**src/rtl/irqc_pkg.sv**
```systemverilog
package irqc_pkg;
  // Byte offsets of the register file (fixed by the software view)
  localparam int unsigned OFF_ENABLE = 'h00;
  localparam int unsigned OFF_LATCH  = 'h04;
  localparam int unsigned OFF_STATUS = 'h08;
  localparam int unsigned OFF_POLAR  = 'h0C;
  localparam int unsigned OFF_KIND   = 'h10;
  localparam int unsigned OFF_FSEL   = 'h14;

  // Synchroniser depth on each request line
  localparam int unsigned SYNC_STAGES = 2;

  typedef enum logic [2:0] {
    SEL_NONE,
    SEL_ENABLE,
    SEL_LATCH,
    SEL_STATUS,
    SEL_POLAR,
    SEL_KIND,
    SEL_FSEL
  } reg_sel_e;
endpackage

```
**src/rtl/irqc_sync.sv**
```systemverilog
module irqc_sync #(
  parameter int unsigned WIDTH  = 32,
  parameter int unsigned STAGES = 2
) (
  input  logic             clk,
  input  logic             rst_n,
  input  logic [WIDTH-1:0] async_i,
  output logic [WIDTH-1:0] sync_o
);
  logic [WIDTH-1:0] chain_q [STAGES];

  for (genvar s = 0; s < STAGES; s++) begin : g_stage
    if (s == 0) begin : g_first
      always_ff @(posedge clk or negedge rst_n) begin
        if (!rst_n) chain_q[s] <= '0;
        else        chain_q[s] <= async_i;
      end
    end else begin : g_next
      always_ff @(posedge clk or negedge rst_n) begin
        if (!rst_n) chain_q[s] <= '0;
        else        chain_q[s] <= chain_q[s-1];
      end
    end
  end

  assign sync_o = chain_q[STAGES-1];
endmodule

```
**src/rtl/irqc_trigger.sv**
```systemverilog
module irqc_trigger #(
  parameter int unsigned WIDTH = 32
) (
  input  logic             clk,
  input  logic             rst_n,
  input  logic [WIDTH-1:0] sync_i,
  input  logic [WIDTH-1:0] pol_i,
  input  logic [WIDTH-1:0] kind_i,
  input  logic [WIDTH-1:0] ack_i,
  output logic [WIDTH-1:0] latch_o
);
  logic [WIDTH-1:0] prev_q;
  logic [WIDTH-1:0] latch_q;
  logic [WIDTH-1:0] latch_d;
  logic [WIDTH-1:0] hit;

  always_ff @(posedge clk or negedge rst_n) begin
    if (!rst_n) prev_q <= '0;
    else        prev_q <= sync_i;
  end

  for (genvar i = 0; i < WIDTH; i++) begin : g_line
    logic rise, fall, lvl;
    assign rise = sync_i[i] & ~prev_q[i];
    assign fall = ~sync_i[i] & prev_q[i];
    assign lvl  = pol_i[i] ? sync_i[i] : ~sync_i[i];
    assign hit[i] = kind_i[i] & (pol_i[i] ? rise : fall);

    always_comb begin
      if (kind_i[i]) latch_d[i] = (latch_q[i] & ~ack_i[i]) | hit[i];
      else           latch_d[i] = lvl;
    end
  end

  always_ff @(posedge clk or negedge rst_n) begin
    if (!rst_n) latch_q <= '0;
    else        latch_q <= latch_d;
  end

  assign latch_o = latch_q;

  AST_EDGE_HOLDS: assert property (@(posedge clk) disable iff (!rst_n)
    (($past(latch_q) & ~$past(ack_i) & $past(kind_i)) & ~latch_q) == '0);
  AST_ACK_CLEARS: assert property (@(posedge clk) disable iff (!rst_n)
    (($past(ack_i) & $past(kind_i) & ~$past(hit)) & latch_q) == '0);
  AST_SET_BEATS_CLEAR: assert property (@(posedge clk) disable iff (!rst_n)
    ($past(hit) & ~latch_q) == '0);
endmodule

```
**src/rtl/irqc_regs.sv**
```systemverilog
module irqc_regs
  import irqc_pkg::*;
#(
  parameter int unsigned NSRC   = 32,
  parameter int unsigned ADDR_W = 8,
  parameter int unsigned DATA_W = 32
) (
  input  logic              clk,
  input  logic              rst_n,
  input  logic [ADDR_W-1:0] addr_i,
  input  logic              we_i,
  input  logic [DATA_W-1:0] wdata_i,
  input  logic [NSRC-1:0]   latch_i,
  output logic [NSRC-1:0]   enable_o,
  output logic [NSRC-1:0]   pol_o,
  output logic [NSRC-1:0]   kind_o,
  output logic [NSRC-1:0]   ack_o,
  output logic [NSRC-1:0]   status_o,
  output logic [DATA_W-1:0] rdata_o
);
  localparam logic [ADDR_W-1:0] A_ENABLE = ADDR_W'(OFF_ENABLE);
  localparam logic [ADDR_W-1:0] A_LATCH  = ADDR_W'(OFF_LATCH);
  localparam logic [ADDR_W-1:0] A_STATUS = ADDR_W'(OFF_STATUS);
  localparam logic [ADDR_W-1:0] A_POLAR  = ADDR_W'(OFF_POLAR);
  localparam logic [ADDR_W-1:0] A_KIND   = ADDR_W'(OFF_KIND);
  localparam logic [ADDR_W-1:0] A_FSEL   = ADDR_W'(OFF_FSEL);

  reg_sel_e        sel;
  logic [NSRC-1:0] wbits;
  logic [NSRC-1:0] enable_q, pol_q, kind_q, fsel_q;
  logic [NSRC-1:0] rsel;
  logic            known;

  assign wbits = wdata_i[NSRC-1:0];

  always_comb begin
    case (addr_i)
      A_ENABLE: sel = SEL_ENABLE;
      A_LATCH:  sel = SEL_LATCH;
      A_STATUS: sel = SEL_STATUS;
      A_POLAR:  sel = SEL_POLAR;
      A_KIND:   sel = SEL_KIND;
      A_FSEL:   sel = SEL_FSEL;
      default:  sel = SEL_NONE;
    endcase
  end

  assign known = (sel != SEL_NONE);

  always_ff @(posedge clk or negedge rst_n) begin
    if (!rst_n) begin
      enable_q <= '0;
      pol_q    <= '0;
      kind_q   <= '0;
      fsel_q   <= '0;
    end else if (we_i) begin
      case (sel)
        SEL_ENABLE: enable_q <= wbits;
        SEL_POLAR:  pol_q    <= wbits;
        SEL_KIND:   kind_q   <= wbits;
        SEL_FSEL:   fsel_q   <= wbits;
        default:    ;
      endcase
    end
  end

  assign ack_o    = (we_i && sel == SEL_LATCH) ? wbits : '0;
  assign status_o = latch_i & enable_q;

  always_comb begin
    case (sel)
      SEL_ENABLE: rsel = enable_q;
      SEL_LATCH:  rsel = latch_i;
      SEL_STATUS: rsel = status_o;
      SEL_POLAR:  rsel = pol_q;
      SEL_KIND:   rsel = kind_q;
      SEL_FSEL:   rsel = fsel_q;
      default:    rsel = '0;
    endcase
  end

  assign rdata_o  = DATA_W'(rsel);
  assign enable_o = enable_q;
  assign pol_o    = pol_q;
  assign kind_o   = kind_q;

  AST_UNDEF_READS_ZERO: assert property (@(posedge clk) disable iff (!rst_n)
    !known |-> (rdata_o == '0));
  AST_STATUS_WRITE_INERT: assert property (@(posedge clk) disable iff (!rst_n)
    ($past(we_i) && $past(addr_i) == A_STATUS) |-> $stable(enable_q));
endmodule

```
**src/rtl/irq_trigger_ctrl.sv**
```systemverilog
module irq_trigger_ctrl
  import irqc_pkg::*;
#(
  parameter int unsigned NSRC   = 32,
  parameter int unsigned ADDR_W = 8,
  parameter int unsigned DATA_W = 32
) (
  input  logic              clk,
  input  logic              rst_n,
  input  logic [NSRC-1:0]   src_i,
  input  logic [ADDR_W-1:0] bus_addr,
  input  logic              bus_we,
  input  logic [DATA_W-1:0] bus_wdata,
  output logic [DATA_W-1:0] bus_rdata,
  output logic              irq_o
);
  logic [NSRC-1:0] sync_w, latch_w, enable_w, pol_w, kind_w, ack_w, status_w;

  irqc_sync #(.WIDTH(NSRC), .STAGES(SYNC_STAGES)) u_sync (
    .clk     (clk),
    .rst_n   (rst_n),
    .async_i (src_i),
    .sync_o  (sync_w)
  );

  irqc_trigger #(.WIDTH(NSRC)) u_trig (
    .clk     (clk),
    .rst_n   (rst_n),
    .sync_i  (sync_w),
    .pol_i   (pol_w),
    .kind_i  (kind_w),
    .ack_i   (ack_w),
    .latch_o (latch_w)
  );

  irqc_regs #(.NSRC(NSRC), .ADDR_W(ADDR_W), .DATA_W(DATA_W)) u_regs (
    .clk      (clk),
    .rst_n    (rst_n),
    .addr_i   (bus_addr),
    .we_i     (bus_we),
    .wdata_i  (bus_wdata),
    .latch_i  (latch_w),
    .enable_o (enable_w),
    .pol_o    (pol_w),
    .kind_o   (kind_w),
    .ack_o    (ack_w),
    .status_o (status_w),
    .rdata_o  (bus_rdata)
  );

  assign irq_o = |status_w;

  AST_IRQ_NEEDS_ENABLE: assert property (@(posedge clk) disable iff (!rst_n)
    irq_o |-> (enable_w != '0));
  AST_STATUS_WITHIN_LATCH: assert property (@(posedge clk) disable iff (!rst_n)
    (status_w & ~latch_w) == '0);
endmodule

```
**config.mk**
```make
export PLATFORM = sky130hd
export DESIGN_NAME = irq_trigger_ctrl
export DESIGN_NICKNAME = d
export VERILOG_FILES = /design/src/rtl/irqc_pkg.sv /design/src/rtl/irqc_sync.sv /design/src/rtl/irqc_trigger.sv /design/src/rtl/irqc_regs.sv /design/src/rtl/irq_trigger_ctrl.sv
export SDC_FILE = /design/constraint.sdc
export NUM_CORES = 1
export LEC_CHECK = 0
export ABC_CLOCK_PERIOD_IN_PS = 3250
export CAP_MARGIN = 0
export CELL_PAD_IN_SITES_DETAIL_PLACEMENT = 1
export CELL_PAD_IN_SITES_GLOBAL_PLACEMENT = 1
export CORE_ASPECT_RATIO = 1.4
export CORE_MARGIN = 3
export CORE_UTILIZATION = 45
export CTS_CLUSTER_DIAMETER = 40
export DETAILED_ROUTE_END_ITERATION = 8
export PLACE_DENSITY = 0.86
export SETUP_SLACK_MARGIN = 0.05
export SYNTH_ARGS = -nofsm -noshare
export SYNTH_HDL_FRONTEND = slang
export SYNTH_HIERARCHICAL = 1
export SYNTH_SLANG_ARGS = --single-unit
```
**constraint.sdc**
```tcl
create_clock -name clk -period 3.25 [get_ports clk]
set_input_delay 0.325 -clock clk [delete_from_list [all_inputs] [get_ports clk]]
set_output_delay 0.325 -clock clk [all_outputs]
set_load 0.02 [all_outputs]
```
==> results.md <==
- Outcome: finished clean
- Final cycle utilization of the critical path: approximately 95%
- Cell Int Power: approximately 5.9 mW
- Crit path time final: roughly 3.1 ns
- Power density cells: between 500 and 600 mW/mm^2
- Drt first-iter violations: between 400 and 500
- Switching power total: 1.77 mW
- EDFF count, synth: 0
- TritonCTS buffer count: 30
- Most frequent cells in the layout: dfrtp_1, clkdlybuf4s50_1, mux2_2
- Aggregate routed wire length: roughly 32,000 um
- Initial antenna violation count: 0
- Switch share: between 20% and 30%
- Reg-to-Reg End: u_trig/latch_o[2]
- Fin. max-slew vios: 0
- Vias after detailed routing: approximately 8,000
- Max VDD drop: slightly below 600 uV
- Final core occ: between 50% and 60%
- N_diodes: 0
- Synth Net Count: slightly below 1,000
- WP buf/inv: 2
- Grt ovf: 0
- Clock Sinks: between 200 and 300
- GRT met2 Usage: between 40% and 50%
- Critical-path cell list: clkdlybuf4s50_1 -> nor4b_1 -> and3_1 -> a2bb2oi_1 -> o21ai_0 -> clkdlybuf4s50_1
- Worst slew margin: between 40 and 50%
- Clock Power Share: a little under half
- Async set-reset flop share out of synthesis: 100%
- First-pass GRT wire length: 50,100 um
- Port bufs: ~110
- Vias in the first global route: about 9,000
- WP data arrival: between 2 and 3 ns
- CTS Buffer Depth: 3
- Worst setup SP type: input pin
- Wire per inst: roughly 24 um
- Dpl ws: roughly 0.15 ns
- Total GRT Usage: around 23%
- Fraction of layout cells with a size suffix above 1: approximately 22%
- Final nets: 1,076
- Synthesized instance count: 901
- Initial Util: 46.1%
- Crit Reg-Reg Startpoint: u_regs/kind_o[2]
- Leakage power: slightly above 6 nW
- Req. time, crit path: between 2 and 3 ns
- Critical Path Fanout Max: 5
- CP peak stage delay: about 0.67 ns
- # resized after CTS: 0
- Die area: 0.0275 sq mm
- Met3 GRT Util: ~3.6%
- Hold_sp: src_i[28]
- Worst clock skew: around 0.0084 ns
- CP dominant cell by count: clkdlybuf4s50_1
- R2R depth: 2
- Slew of the pin with the lowest slew margin: 0.826 ns
- RSZ-0062 raised after global routing: no
- Site row count: 68
- Avg Inst Size Synth: 12.8 sq um
- CTS tree: done
- Count of cell types in the netlist: between 40 and 50
- Most common cell after layout, fill and taps aside: dfrtp_1
- Critical path's top delay family: buffers and inverters
- Flop2flop setup slack: 2.24 ns
- Die Wd: about 140 um
- Drt via density: slightly below 6
- Layer with the highest usage: met2
- CP Capture Type: output port
- Maximum clock rate: ~320 MHz
- Yosys reg bits: 256
- Routability cong.: roughly 0.83
- Worst setup margin: 0.171 ns
- Final hold vios: 0
- Die Ht: around 200 um
- Mapped Area: about 0.012 sq mm
- Synth Warn #: 6
- Largest net degree at the start of global routing: 107
- Max cap viols: 0
- H-Tree Depth: 1
- Worst Hold End: u_sync/chain_q[60]
- Hold/Removal Path Class: input pin to flop
- Reg power frac: 46.2%
- Number of cells on the worst hold path: 1
- Combinational share of power: ~7.1%
- Core area: 0.0249 sq mm
- DRT antenna net count: 0
- Area Growth Syn to Fin: 20.3%
- Router iterations before antenna repair: 5
- Root Buffer: clkbuf_16
- Highest-delay cell along the critical path: clkdlybuf4s50_1
- Hpwl dp: 20,400 um
- Synth Flop Type: dfrtp_1
- Worst-path clk slew: about 0.060 ns
- DRC violations left: 0
- Worst skew pair latency: around 0.54 ns
- # IOs: 108
- Type of the worst setup path: input pin to output port
- Setup TNS: 0 ns
- Met1 Use GR: between 20% and 30%
- Final setup violation count: 0
- Post-synthesis sequential area ratio: a little under three fifths
-- how the worst max path moves through the flow --
stage / depth (start not counted) / slack, ns / endpoint / start
final: 6 / 0.17 / bus_rdata[31] / bus_addr[7]
after global routing: 6 / 0.06 / bus_rdata[29] / bus_addr[5]
after CTS: 6 / 0.14 / bus_rdata[29] / bus_addr[7]
after detailed placement: 6 / 0.15 / bus_rdata[29] / bus_addr[7]
after global placement: 6 / 0.08 / bus_rdata[31] / bus_addr[7]
after floorplan: 5 / 1.44 / bus_rdata[29] / bus_addr[3]
-- layout make-up --
class / count / area (sq um)
Tap cell: 315 / 394
Fill cell: 2467 / 11100
Sequential cell: 256 / 6410
Clock inverter: 18 / 241
Timing Repair Buffer: 142 / 1400
Multi-Input combinational cell: 571 / 4560
Clock buffer: 37 / 828
-- per-layer routing --
metal	wire length (um)	up-vias
met5	0	-
met4	940	0
met3	1500	72
met2	16500	228
met1	12600	4071
li1	-	3415
-- worst reg2reg max path, stage by stage, from the launching register on --
cell and delay, ns:
dfrtp_1 0.44, nor2b_1 0.16, o311ai_1 0.29
-- through the flow --
| step | cells | hold WS [ns] | cell area (sq um) | power (mW) |
|---|---|---|---|---|
| after floorplan | 901 | 0.0294 | 11500 | 3.80 |
| after global placement | 1283 | 0.332 | 12800 | 4.07 |
| after detailed placement | 1283 | 0.336 | 12800 | 4.10 |
| after CTS | 1339 | 0.203 | 13800 | 7.71 |
| after global routing | 1339 | 0.204 | 13800 | 7.91 |
| final | 1339 | 0.220 | 13800 | 7.63 |
-- sequential cells by signal, summed over array words and instances, names as in the netlist --
register         flops
u_regs/pol_o        32
u_sync/sync_o       32
u_sync/chain_q      32
u_regs/enable_o     32
u_regs/kind_o       32
u_regs/fsel_q       32
u_trig/latch_o      32
u_trig/prev_q       32
-- power groups by stage --
stage	Clock, mW	Sequential [mW]	Combinational [mW]
floorplan	0	3.51	0.292
global placement	0	3.56	0.514
detailed placement	0	3.57	0.534
CTS	3.64	3.52	0.546
global route	3.78	3.54	0.585
finish	3.56	3.52	0.541
-- synth_stat cells, drive strengths merged, types with 3 or more instances --
master,n,share of area [%]
nand3,33,1.4
nand3b,31,2.0
nor2b,35,1.9
o311ai,31,2.4
and3,3,0.17
a211o,26,2.0
buf,62,4.3
clkbuf,12,0.39
a21oi,30,1.3
nor2,29,0.95
and2,67,3.7
nand4,3,0.29
a22oi,28,1.8
nand2,64,2.1
mux2i,32,2.8
mux2,130,15
dfrtp,256,56
nor4,8,0.49
a22o,3,0.23
o221ai,3,0.23
-- cell families after synthesis --
family / Yosys count / synth area share, %
compound gates: 129 / 8.47
buf+inv: 74 / 4.73
flops: 256 / 55.7
mux: 162 / 17.5
simple gates: 280 / 13.6
-- repair_timing --
| action | CTS | global route |
|---|---|---|
| hold endpoints to repair | 101 | 0 |
| hold buffers | 1 | 0 |
| buffers inserted | 0 | 0 |
Note: power is estimated with default switching activity, not from simulation.
